## src/rtl/kwd_pkg.sv

```systemverilog
package kwd_pkg;
  localparam int KEY_W = 16;
  localparam logic [KEY_W-1:0] KEY_START  = 16'hCCCC;
  localparam logic [KEY_W-1:0] KEY_REFILL = 16'hAAAA;
  localparam logic [KEY_W-1:0] KEY_OPEN   = 16'h5555;

  localparam logic [1:0] ADDR_KEY  = 2'd0;
  localparam logic [1:0] ADDR_DIV  = 2'd1;
  localparam logic [1:0] ADDR_LOAD = 2'd2;
endpackage

```

## src/rtl/kwd_tick_sync.sv

```systemverilog
module kwd_tick_sync #(
  parameter int STAGES = 2
) (
  input  logic clk,
  input  logic rst,
  input  logic slow_i,
  output logic tick_o
);
  logic [STAGES:0] pipe_q;

  always_ff @(posedge clk) begin
    if (rst) pipe_q <= '0;
    else     pipe_q <= {pipe_q[STAGES-1:0], slow_i};
  end

  assign tick_o = pipe_q[STAGES-1] & ~pipe_q[STAGES];

  // a tick is never followed directly by another tick
  a_r11_single_tick: assert property (@(posedge clk) disable iff (rst)
    tick_o |=> !tick_o);
endmodule

```

## src/rtl/kwd_cfg.sv

```systemverilog
module kwd_cfg
  import kwd_pkg::*;
#(
  parameter int CNT_W = 12,
  parameter int PS_W  = 3
) (
  input  logic             clk,
  input  logic             rst,
  input  logic             clear_i,
  input  logic             wr_en_i,
  input  logic [1:0]       wr_addr_i,
  input  logic [KEY_W-1:0] wr_data_i,
  output logic             start_o,
  output logic             refill_o,
  output logic [PS_W-1:0]  div_code_o,
  output logic [CNT_W-1:0] load_val_o
);
  logic open_q;
  logic key_wr, open_k;

  assign key_wr   = wr_en_i && (wr_addr_i == ADDR_KEY);
  assign start_o  = key_wr && (wr_data_i == KEY_START);
  assign refill_o = key_wr && (wr_data_i == KEY_REFILL);
  assign open_k   = key_wr && (wr_data_i == KEY_OPEN);

  always_ff @(posedge clk) begin
    if (rst || clear_i) begin
      open_q     <= 1'b0;
      div_code_o <= '0;
      load_val_o <= '1;
    end else begin
      if (open_k)        open_q <= 1'b1;
      else if (refill_o) open_q <= 1'b0;
      if (open_q && wr_en_i && wr_addr_i == ADDR_DIV)
        div_code_o <= wr_data_i[PS_W-1:0];
      if (open_q && wr_en_i && wr_addr_i == ADDR_LOAD)
        load_val_o <= wr_data_i[CNT_W-1:0];
    end
  end

  a_r4_locked_load: assert property (@(posedge clk) disable iff (rst)
    (!open_q && wr_en_i && wr_addr_i == ADDR_LOAD && !clear_i) |=> $stable(load_val_o));
  a_r4_locked_div: assert property (@(posedge clk) disable iff (rst)
    (!open_q && wr_en_i && wr_addr_i == ADDR_DIV && !clear_i) |=> $stable(div_code_o));
  a_r5_relock: assert property (@(posedge clk) disable iff (rst)
    refill_o |=> !open_q);
endmodule

```

## src/rtl/kwd_prescale.sv

```systemverilog
module kwd_prescale #(
  parameter int PS_W      = 3,
  parameter int BASE_LOG  = 2,
  parameter int MAX_SHIFT = 6
) (
  input  logic            clk,
  input  logic            rst,
  input  logic            clear_i,
  input  logic            hold_i,
  input  logic            tick_i,
  input  logic [PS_W-1:0] code_i,
  output logic            step_o
);
  localparam int CW = BASE_LOG + MAX_SHIFT;

  logic [PS_W-1:0] shift_sel;
  logic [CW-1:0]   limit, phase_q;
  logic            adv;

  assign shift_sel = (int'(code_i) > MAX_SHIFT) ? PS_W'(MAX_SHIFT) : code_i;
  assign limit     = CW'((1 << (BASE_LOG + int'(shift_sel))) - 1);
  assign adv       = tick_i && !hold_i;
  assign step_o    = adv && (phase_q >= limit);

  always_ff @(posedge clk) begin
    if (rst || clear_i) phase_q <= '0;
    else if (step_o)    phase_q <= '0;
    else if (adv)       phase_q <= phase_q + 1'b1;
  end

  a_r3_phase_cleared: assert property (@(posedge clk) disable iff (rst)
    clear_i |=> (phase_q == '0));
  a_r8_phase_frozen: assert property (@(posedge clk) disable iff (rst)
    (hold_i && !clear_i) |=> $stable(phase_q));
endmodule

```

## src/rtl/keyed_wdog.sv

```systemverilog
module keyed_wdog #(
  parameter int KEY_W       = 16,
  parameter int CNT_W       = 12,
  parameter int PS_W        = 3,
  parameter int SYNC_STAGES = 2
) (
  input  logic             clk,
  input  logic             rst,
  input  logic             wr_en_i,
  input  logic [1:0]       wr_addr_i,
  input  logic [KEY_W-1:0] wr_data_i,
  input  logic             slow_clk_i,
  input  logic             dbg_halt_i,
  output logic             rst_req_o
);
  logic             tick, step, fire;
  logic             start_k, refill_k;
  logic [PS_W-1:0]  div_code;
  logic [CNT_W-1:0] load_val, cnt_q;
  logic             running_q;

  kwd_tick_sync #(.STAGES(SYNC_STAGES)) u_sync (
    .clk(clk), .rst(rst), .slow_i(slow_clk_i), .tick_o(tick));

  kwd_cfg #(.CNT_W(CNT_W), .PS_W(PS_W)) u_cfg (
    .clk(clk), .rst(rst), .clear_i(fire),
    .wr_en_i(wr_en_i), .wr_addr_i(wr_addr_i), .wr_data_i(wr_data_i),
    .start_o(start_k), .refill_o(refill_k),
    .div_code_o(div_code), .load_val_o(load_val));

  kwd_prescale #(.PS_W(PS_W)) u_pre (
    .clk(clk), .rst(rst),
    .clear_i(fire || refill_k || (start_k && !running_q)),
    .hold_i(dbg_halt_i || !running_q),
    .tick_i(tick), .code_i(div_code), .step_o(step));

  assign fire = running_q && step && (cnt_q <= CNT_W'(1));

  always_ff @(posedge clk) begin
    if (rst) begin
      running_q <= 1'b0;
      cnt_q     <= '1;
      rst_req_o <= 1'b0;
    end else begin
      rst_req_o <= fire;
      if (fire) begin
        running_q <= 1'b0;
        cnt_q     <= '1;
      end else if (start_k && !running_q) begin
        running_q <= 1'b1;
        cnt_q     <= load_val;
      end else if (refill_k) begin
        cnt_q <= load_val;
      end else if (running_q && step) begin
        cnt_q <= cnt_q - 1'b1;
      end
    end
  end

  a_r10_one_cycle: assert property (@(posedge clk) disable iff (rst)
    rst_req_o |=> !rst_req_o);
  a_r10_idle_after: assert property (@(posedge clk) disable iff (rst)
    rst_req_o |-> !running_q);
  a_r9_no_stop: assert property (@(posedge clk) disable iff (rst)
    $fell(running_q) |-> rst_req_o);
  a_r8_freeze: assert property (@(posedge clk) disable iff (rst)
    (running_q && dbg_halt_i && !refill_k) |=> $stable(cnt_q));
endmodule

```

## config.mk

```make
export PLATFORM = sky130hd
export DESIGN_NAME = keyed_wdog
export DESIGN_NICKNAME = d
export VERILOG_FILES = /design/src/rtl/kwd_pkg.sv /design/src/rtl/kwd_tick_sync.sv /design/src/rtl/kwd_cfg.sv /design/src/rtl/kwd_prescale.sv /design/src/rtl/keyed_wdog.sv
export SDC_FILE = /design/constraint.sdc
export NUM_CORES = 1
export LEC_CHECK = 0
export BUFFER_PORTS_ARGS = -buffer_cell sky130_fd_sc_hd__buf_2
export CORE_MARGIN = 3
export CORE_UTILIZATION = 45
export DETAILED_ROUTE_END_ITERATION = 8
export GPL_TIMING_DRIVEN = 0
export PLACE_DENSITY = 0.66
export SYNTH_ARGS = -nofsm -noshare
export SYNTH_HDL_FRONTEND = slang
export SYNTH_HIERARCHICAL = 1
export SYNTH_SLANG_ARGS = --single-unit
```

## constraint.sdc

```tcl
create_clock -name clk -period 2.8 [get_ports clk]
set_clock_uncertainty 0.05 [all_clocks]
set_input_delay 0.28 -clock clk [delete_from_list [all_inputs] [get_ports clk]]
set_output_delay 0.28 -clock clk [all_outputs]
set_load 0.01 [all_outputs]
```

Word level (Yosys, flattened, before mapping):

Cells that the tools add are included.

* $add $sub $neg: 4
* multiply operators: 0
* divide/modulo/power cells: 0
* $lt $le $gt $ge: 3
* eq/ne operators: 5
* shift-type cells: 1
* mux-type cells: 6
* bitwise operators: 2
* reduce and logical (&&, ||, !) cells: 24

Operator list (number)
* $mux W12: 3
* $eq A16 B16 Y1 const B: 2
* $shl A1 B32 Y8 const A: 1
* $eq A16 B15 Y1 const B: 1
* $le A12 B1 Y1 const B: 1
* $logic_and A1 B1 Y1: 12
* $sub A12 B1 Y12 const B: 1
* $add A8 B1 Y8 const B: 1
* $ge A8 B8 Y1: 1
* $sub A8 B2 Y8 const B: 1
* $logic_or A1 B1 Y1: 5
* $add A2 B3 Y4 const A: 1
* $reduce_or A2 Y1: 2
* $gt A3 B3 Y1 const B: 1
* $mux W3: 1
* $reduce_bool A3 Y1: 1
* $eq A2 B1 Y1 const B: 1
* $eq A2 B2 Y1 const B: 1
* $logic_not A1 Y1: 2
* $logic_not A2 Y1: 1
* $mux W1: 2
* $reduce_bool A2 Y1: 1
* $and A1 B1 Y1: 1
* $not A1 Y1: 1

* register bits after elaboration: 41
* bits in latches: 0
* RAM bits: 0
* bits in read-only memories: 0
* bits of input ports: 23
* output and inout bits: 1
* word-level logic and storage cells: 53
* memories kept: 0

Longest topological paths before layout:

Gate-level depths: netlist of the first run.

* depth after elaboration: 13
* gate-level depth with buffers: 15
* depth with buffers taken out: 15

Modules after synthesis:

The synthesis of the first run kept the hierarchy.

Modules (own cells, without submodules)
* keyed_wdog: instances 1, cells each 96, area each 829.5 um2, sequential area each 280.3 um2
* kwd_cfg: instances 1, cells each 82, area each 715.7 um2, sequential area each 320.3 um2
* kwd_prescale: instances 1, cells each 75, area each 680.7 um2, sequential area each 160.2 um2
* kwd_tick_sync: instances 1, cells each 7, area each 87.6 um2, sequential area each 60.1 um2

Least setup slack after synthesis of the first run:

OpenSTA, ideal clock, no wires.

* kind: register to register
* from: register u_cfg.div_code_o[1]
* to: register cnt_q[9]
* setup time: 0.064 ns
* data arrival time: 2.913 ns
* data required time: 2.686 ns
* setup slack: -0.227 ns
* cell stages (with the launch flop): 14
* path buffers: 0
* period minus slack after synthesis: 3.027 ns
* cell sequence: dfxtp_1 > inv_1 > ha_1 > nor3b_1 > xnor2_1 > nor2_1 > ha_1 > and4b_1 > o21ai_0 > nand2_1 > nand4bb_1 > or4_1 > or3_1 > nand4_2

* word-level cells in the longest chain between the ends: 10
* elaborated cells on any way between the ends: 11
* classes of those cells: add/sub: 2; order compare: 2; shift: 1; mux: 1; reduce/logical: 5

RTL lines
* from (decl): RTL line kwd_cfg.sv:15 `output logic [PS_W-1:0] div_code_o,`
* from (signal assigned): RTL line kwd_cfg.sv:35 `div_code_o <= wr_data_i[PS_W-1:0];`
* $gt A3 B3 Y1: RTL line kwd_prescale.sv:20 `assign shift_sel = (int'(code_i) > MAX_SHIFT) ? PS_W'(MAX_SHIFT) : code_i;`
* $mux W3 (*): RTL line kwd_prescale.sv:20
* $add A2 B3 Y4 (*): RTL line kwd_prescale.sv:21 `assign limit = CW'((1 << (BASE_LOG + int'(shift_sel))) - 1);`
* $shl A1 B32 Y8 (*): RTL line kwd_prescale.sv:21
* $sub A8 B2 Y8 (*): RTL line kwd_prescale.sv:21
* $ge A8 B8 Y1 (*): RTL line kwd_prescale.sv:23 `assign step_o = adv && (phase_q >= limit);`
* $logic_and A1 B1 Y1 (*): RTL line kwd_prescale.sv:23
* named net step: RTL line keyed_wdog.sv:16 `logic tick, step, fire;`
* $logic_and A1 B1 Y1 (*): RTL line keyed_wdog.sv:37, keyed_wdog.sv:54
* $logic_and A1 B1 Y1: RTL line keyed_wdog.sv:37 `assign fire = running_q && step && (cnt_q <= CNT_W'(1));`
* $reduce_or A2 Y1 (no source line)
* to (signal assigned): RTL line keyed_wdog.sv:51 `cnt_q <= load_val;`
* to (signal assigned): RTL line keyed_wdog.sv:53 `cnt_q <= load_val;`
* to (signal assigned): RTL line keyed_wdog.sv:55 `cnt_q <= cnt_q - 1'b1;`
* to (decl): RTL line keyed_wdog.sv:19 `logic [CNT_W-1:0] load_val, cnt_q;`

Mark *: on every way through the listed nets, which the timed path passes. The rest lies on a longest branch.
A chain may end at the register's enable or synchronous reset.

Worst setup path after layout of the first run:

Same ends and word-level chain as after synthesis.

==> results.py, run 1 <==
metrics = {
    "outcome": {
        "status": "complete, but fails checks",
        "violations": "negative setup slack",
    },
    "cts": {
        "clock-sinks": 41,
        "cts_tree": "built",
        "htreeDepth": 2,
        "cts_buffers": 5,
        "root_buffer": "clkbuf_8",
        "cts_buffer_depth": 2,
        "clk_pin_slew_worst_paths_ps": 80,
        "clk_latency_ps": 290,
    },
    "route": {
        "wl_per_cell_um": 14.27,
        "ant_nets": 0,
        "drc_errors": 0,
        "drt_iter0_markers": 116,
        "drt_first_pass_iters": 4,
        "vias_per_cell": 5.380,
        "vias": 1996,
        "routed_wl_um": 5293,
    },
    "global_route": {
        "grt_pass1_vias": 1949,
        "grt_max_degree": 13,
        "grt_overflow": 0,
        "grt_pass1_wl_um": 9059,
        "track_usage_pct": 18.79,
        "antenna_found_initial": 0,
    },
    "setup_path": {
        "required_ps": 2980,
        "path_class": "flop to flop",
        "reg2reg_depth": 13,
        "crit_path_start_kind": "flop",
        "cp-end-kind": "flop",
        "cp_max_fo": 4,
        "cp.arrival_ps": 3070,
    },
    "layout": {
        "n_antenna_cell": 0,
        "area_growth_pct": 27.26,
        "nets": 340,
        "layout-drive-gt1-share_pct": 35.20,
        "final_area_um2": 2944,
    },
    "placement": {
        "place_area_um2": 2535,
        "hpwl_um": 3638,
        "place_congestion": 0.7666,
        "port-buffer-count": 23,
    },
    "floorplanning": {
        "core_um2": 4848,
        "die_w_um": 77.70,
        "rows": 25,
        "initial_utilization_pct": 47.72,
        "pin_count": 24,
        "dieHeight_um": 77.70,
        "die_area_um2": 6037,
    },
    "logic_synthesis": {
        "async_flop_share_pct": 0,
        "synth_edf_count": 0,
        "syn-instance-count": 260,
        "synth_cell_types": 60,
        "seq_area_frac_synth_pct": 35.48,
        "netlist.area_leader.share_pct": 35.48,
        "syn_area_um2": 2313,
        "synthTopCellsByArea": "dfxtp_1, nand2_1, ha_1, nor2_1, nand3_1",
        "synth_flop_cell": "dfxtp_1",
        "yosysTopAreaCell": "dfxtp_1",
        "synth_seq_cells": 41,
        "ys_warn_count": 6,
        "syn_area_per_cell_um2": 8.898,
        "syn-num-nets": 297,
    },
    "sta": {
        "fin_crit_ps": 2887,
        "tightest_slew_ps": 569.1,
        "clock.fmax_mhz": 346.3,
        "fin_tns_setup_ps": -1133,
        "finalCritPeriodShare_pct": 103.1,
        "worst_slack_ps": -87.32,
        "finalMaxSlewViolations": 0,
        "whs_ps": 155.0,
        "hold_viol_final": 0,
        "setup_viol": 29,
        "maxSlewHeadroom_pct": 62.06,
        "rsz0062_at_grt": "yes",
    },
    "run": {
        "cap_violations": 0,
    },
    "min_path": {
        "min_path_cells": 2,
        "hold_class": "primary input to flop",
    },
    "power_and_ir_drop": {
        "p_per_area_nw_per_um2": 363.7,
        "worst_ir_drop_vdd_mv": 0.3214,
        "p_leak_nw": 1.233,
    },
}
==> synthesized netlist by cell type (3+ instances only) <==
master	number
a21o_1	3
a21oi_1	4
and4b_1	4
dfxtp_1	41
ha_1	14
inv_1	7
mux2i_1	3
nand2_1	48
nand3_1	16
nand4_1	5
nand4b_1	3
nor2_1	22
nor2b_1	3
nor3_1	5
nor4bb_1	5
o211ai_2	6
o21ai_2	3
or4_1	3
xnor2_1	6
xor2_1	7
==> what timing repair did <==
item                                    4_1_cts  5_1_grt
hold buffers                                  0        0
gates cloned                                  2        0
buffers inserted                             10        1
endpoints found under the setup margin       37       38
gates resized for setup                      36        9
pin swaps                                    15       18
==> per-stage QoR <==
stage | worst slack (ps) | utilization [%] | std cells | power [mW]
final | -87.32 | 60.72 | 371 | 1.071
after global routing | -187.0 | 60.72 | 371 | 1.114
after CTS | -74.61 | 59.72 | 370 | 1.081
after detailed placement | -352.6 | 52.28 | 350 | 0.6490
after global placement | -280.5 | 52.28 | 350 | 0.6484
after floorplan | -39.33 | - | 260 | 0.6195
==> state kept, by name, summed over array words and instances, names as in the netlist <==
| name | cells |
|---|---|
| u_cfg/load_val_o | 12 |
| rst_req_o | 1 |
| u_sync/pipe_q | 3 |
| u_cfg/div_code_o | 3 |
| running_q | 1 |
| cnt_q | 12 |
| u_cfg/open_q | 1 |
| u_pre/phase_q | 8 |
==> cells by family (layout without fill, tap and decap cells) <==
group / Yosys count / after routing / synth area share, %
and+or+nand+nor: 142 / 142 / 35.86
AOI/OAI and AO/OA: 31 / 31 / 11.30
xor gates and xnor gates: 13 / 13 / 4.922
DFF: 41 / 41 / 35.48
adders and majority gates: 14 / 14 / 7.572
buffers and inverters: 16 / 60 / 3.570
muxes: 3 / 3 / 1.298
==> path summary, 6_finish.rpt <==
| check | startpoint | slack [ps] | to |
|---|---|---|---|
| worst max-delay path | u_cfg/div_code_o[1] | -90 | cnt_q[9] |
| worst min-delay path | slow_clk_i | 160 | u_sync/pipe_q[0] |
| worst max register to register | u_cfg/div_code_o[1] | -90 | cnt_q[9] |
| worst min register to register | u_sync/pipe_q[0] | 390 | u_sync/pipe_q[1] |
==> critical path, cell delays in order, from the launching register on <==
cell       delay (ps)
dfxtp_4           360
inv_4              40
ha_4              260
nor3b_4           190
xnor2_1           140
nor2_1             70
ha_1              290
and4b_1           230
o21ai_2            70
nand2_2           110
nand4bb_4         140
or4_4             440
or3_4             340
nand4_2            90
==> cell usage in the layout, fill, tap and decap left out, types with 4 or more instances in the layout <==
cell / n
nand3_1: 6
clkbuf_8: 7
nor2_1: 19
and4b_1: 4
nand2_1: 44
o211ai_2: 6
buf_2: 24
ha_1: 12
nor3_1: 5
xor2_1: 7
nor4bb_1: 4
inv_1: 5
nand4_1: 5
buf_4: 12
xnor2_1: 6
o21ai_2: 4
buf_6: 5
dfxtp_1: 39
nand3_2: 11
==> power by group <==
group / leakage (nW) / internal (mW) / switching [mW] / total [mW]
clock: 0.0542 / 0.223 / 0.205 / 0.427
sequential: 0.333 / 0.583 / 0.000469 / 0.584
combinational: 0.846 / 0.0278 / 0.0321 / 0.0598
==> layer usage <==
metal / global-route usage, % / vias to the layer above / share of wire, %
li1: - / 1012 / -
met5: 0 / - / 0
met2: 31.68 / 30 / 48
met4: 6.584 / 0 / 1.0
met1: 24.00 / 949 / 48
met3: 3.248 / 5 / 3.2
==> cell type report <==
| cell class | count | area [um2] |
|---|---|---|
| Buffer | 8 | 57.56 |
| Clock buffer | 7 | 96.34 |
| Clock inverter | 1 | 5.005 |
| Fill cell | 417 | 1904 |
| Inverter | 8 | 37.54 |
| Multi-Input combinational cell | 203 | 1618 |
| Sequential cell | 41 | 825.8 |
| Tap cell | 67 | 83.83 |
| Timing Repair Buffer | 36 | 220.2 |
(Power assumes the default switching activity.)
==> run 2: changes to the inputs <==
- SYNTH_HIERARCHICAL: 1 -> default
==> run 2 against run 1 <==
  * The run now ends clean
  * Synthesized area shrank 2.2%
  * First-iteration DRC count grew 16%
  * Final cell count fell by 3.2%
  * Total power is 2.5% higher
  * Clock power increased by 8.0%
==> results.py, run 2 <==
metrics = {
    "outcome": {
        "status": "complete, no violations",
    },
    "logic_synthesis": {
        "netlist.area_leader.share_pct": 36.28,
        "async_flop_share_pct": 0,
        "syn-instance-count": 255,
        "synth_edf_count": 0,
        "syn_area_um2": 2262,
        "synth_flop_cell": "dfxtp_1",
        "syn-num-nets": 292,
        "syn_area_per_cell_um2": 8.871,
        "synthTopCellsByArea": "dfxtp_1, ha_1, nand2_1, nor2_1, xnor2_1",
        "synth_seq_cells": 41,
        "synth_cell_types": 44,
        "yosysMostFrequentCell": "dfxtp_1",
        "yosysTopAreaCell": "dfxtp_1",
        "ys_warn_count": 0,
        "seq_area_frac_synth_pct": 36.28,
        "synth_commonest_cells": "dfxtp_1, nand2_1, nor2_1, ha_1, o21ai_0",
    },
    "sta": {
        "finalCritPeriodShare_pct": 98.44,
        "maxSlewHeadroom_pct": 56.56,
        "rsz0062_at_grt": "yes",
        "finalMaxSlewViolations": 0,
        "clock.fmax_mhz": 362.8,
        "fin_crit_ps": 2756,
        "worst_slack_ps": 43.82,
        "hold_viol_final": 0,
        "setup_viol": 0,
        "tightest_slew_ps": 648.1,
    },
    "floorplanning": {
        "pin_count": 24,
        "die_area_um2": 5914,
        "dieHeight_um": 76.90,
        "die_w_um": 76.90,
        "initial_utilization_pct": 47.27,
        "core_um2": 4786,
        "rows": 25,
    },
    "layout": {
        "ff_latch_area_um2": 828.3,
        "layout-drive-gt1-share_pct": 26.71,
        "layout_common_cells": "dfxtp_1, nand2_1, nor2_1",
        "multi_input_area_um2": 1499,
        "largest_registers": "cnt_q: 12 flops, u_cfg.load_val_o: 12 flops, u_pre.phase_q: 8 flops",
        "area_growth_pct": 22.90,
        "layout_commonest_cell": "dfxtp_1",
        "n_antenna_cell": 0,
        "utilization_pct": 58.09,
        "nets": 329,
        "fillers": 425,
        "instances_no_fill": 359,
    },
    "setup_path": {
        "crit_path_top_delay_cell": "dfxtp_4",
        "path_class": "flop to flop",
        "required_ps": 2990,
        "cp_cell_sequence": "clkinvlp_4, ha_4, nor3b_4, xnor2_1, nor2_1, ha_1, nand4_1, a211oi_4, o21ai_4, nor2b_4, a21oi_2, buf_6, buf_12, nand3_2",
        "cp_max_fo": 10,
        "cp.arrival_ps": 2950,
        "cp-end-kind": "flop",
        "slowest_delay_ps": 390,
        "crit_path_start_kind": "flop",
    },
    "global_route": {
        "grt_max_degree": 13,
        "grt_overflow": 0,
        "antenna_found_initial": 0,
        "grt_pass1_wl_um": 8079,
        "grt_pass1_vias": 1748,
        "track_usage_pct": 16.72,
    },
    "power_and_ir_drop": {
        "p_switching_uw": 230.0,
        "swShare_pct": 20.95,
        "p_leak_nw": 1.086,
        "p_clk_share_pct": 42.0,
        "worst_ir_drop_vdd_mv": 0.2363,
        "p_per_area_nw_per_um2": 394.9,
        "internal_power_uw": 867.9,
        "finalPower_mw": 1.098,
        "pwr-share-comb_pct": 4.9,
        "power_frac_seq_pct": 53.1,
    },
    "route": {
        "drt_first_pass_iters": 4,
        "ant_nets": 0,
        "drc_errors": 0,
        "vias": 1856,
        "drt_iter0_markers": 134,
        "wl_per_cell_um": 12.84,
        "routed_wl_um": 4611,
        "vias_per_cell": 5.170,
    },
    "cts": {
        "clk_pin_slew_worst_paths_ps": 80,
        "root_buffer": "clkbuf_8",
        "htreeDepth": 2,
        "cts_tree": "built",
        "clk_latency_ps": 290,
        "cts_buffers": 5,
        "cts_buffer_depth": 2,
        "postCtsHoldBufs": 0,
        "clock-sinks": 41,
    },
    "placement": {
        "port-buffer-count": 23,
        "post-place-ws_ps": -418.8,
        "dpl.cell_count": 345,
        "hpwl_um": 3419,
        "place_congestion": 0.8037,
    },
    "run": {
        "cap_violations": 0,
    },
    "min_path": {
        "hold_class": "primary input to flop",
    },
}
[run 2: cell type report]
type                    count  area share, %
plain buffers               7          1.980
flip-flops and latches     41          29.79
multi-input cells         202          53.92
repair buffers             30          6.751
well taps                  67          3.015
clock buffers               5          2.475
clock inverters             2          1.260
inverters                   5         0.8101
[run 2: metrics by stage]
step / TNS (ps) / instance area (um2) / hold slack, ps
global placement: -10520 / 2461 / 387.9
detailed placement: -13330 / 2461 / 382.4
global route: -3589 / 2780 / 154.9
finish: 0 / 2780 / 159.2
floorplan: 0 / 2262 / 301.6
CTS: 0 / 2638 / 161.3
[run 2: power groups by stage]
stage / clock network, mW / logic [mW] / registers, mW
floorplan: 0 / 0.0199 / 0.598
global placement: 0 / 0.0472 / 0.599
detailed placement: 0 / 0.0475 / 0.599
CTS: 0.470 / 0.0484 / 0.585
global route: 0.498 / 0.0588 / 0.583
finish: 0.461 / 0.0541 / 0.583
[run 2: logic make-up (layout without fill, tap and decap cells)]
| kind of cell | Yosys count | count (layout) | synth area share (%) |
|---|---|---|---|
| AND/OR/NAND/NOR | 131 | 131 | 33.68 |
| multiplexers | 5 | 5 | 2.212 |
| AO/OA/AOI/OAI | 34 | 34 | 10.34 |
| flip-flops | 41 | 41 | 36.28 |
| adder cells (fa/ha/maj) | 14 | 14 | 7.743 |
| buffers and inverters | 12 | 49 | 2.765 |
| XOR/XNOR | 18 | 18 | 6.969 |
[run 2: worst max-delay path: cells and delay by family (launching register included)]
family | cells | cell delay (ps)
and+or+nand+nor | 5 | 600
adders and majority gates | 2 | 590
AOI/OAI and AO/OA | 3 | 510
buffers and inverters | 3 | 420
DFF | 1 | 390
xor gates and xnor gates | 1 | 130
[run 2: worst paths after layout]
kind,endpoint,slack (ps),startpoint,cells past startpoint
worst min-delay path,u_sync.pipe_q[0],160,slow_clk_i,2
worst min register to register,u_sync.pipe_q[1],400,u_sync.pipe_q[0],1
worst max-delay path,u_cfg.load_val_o[10],40,u_cfg.div_code_o[1],14
worst max register to register,u_cfg.load_val_o[10],40,u_cfg.div_code_o[1],14
[run 2: what timing repair did]
| item | CTS | global route |
|---|---|---|
| pin swaps | 5 | 31 |
| resized for setup | 10 | 34 |
| endpoints found under the setup margin | 38 | 37 |
| setup buffers | 3 | 4 |
[run 2: routing by layer]
layer	vias up	global-route usage (%)	share of wire, %
li1	972	-	-
met1	840	22.11	49
met2	38	26.66	45
met3	6	4.108	4.6
met4	0	5.435	1.2
met5	-	0	0
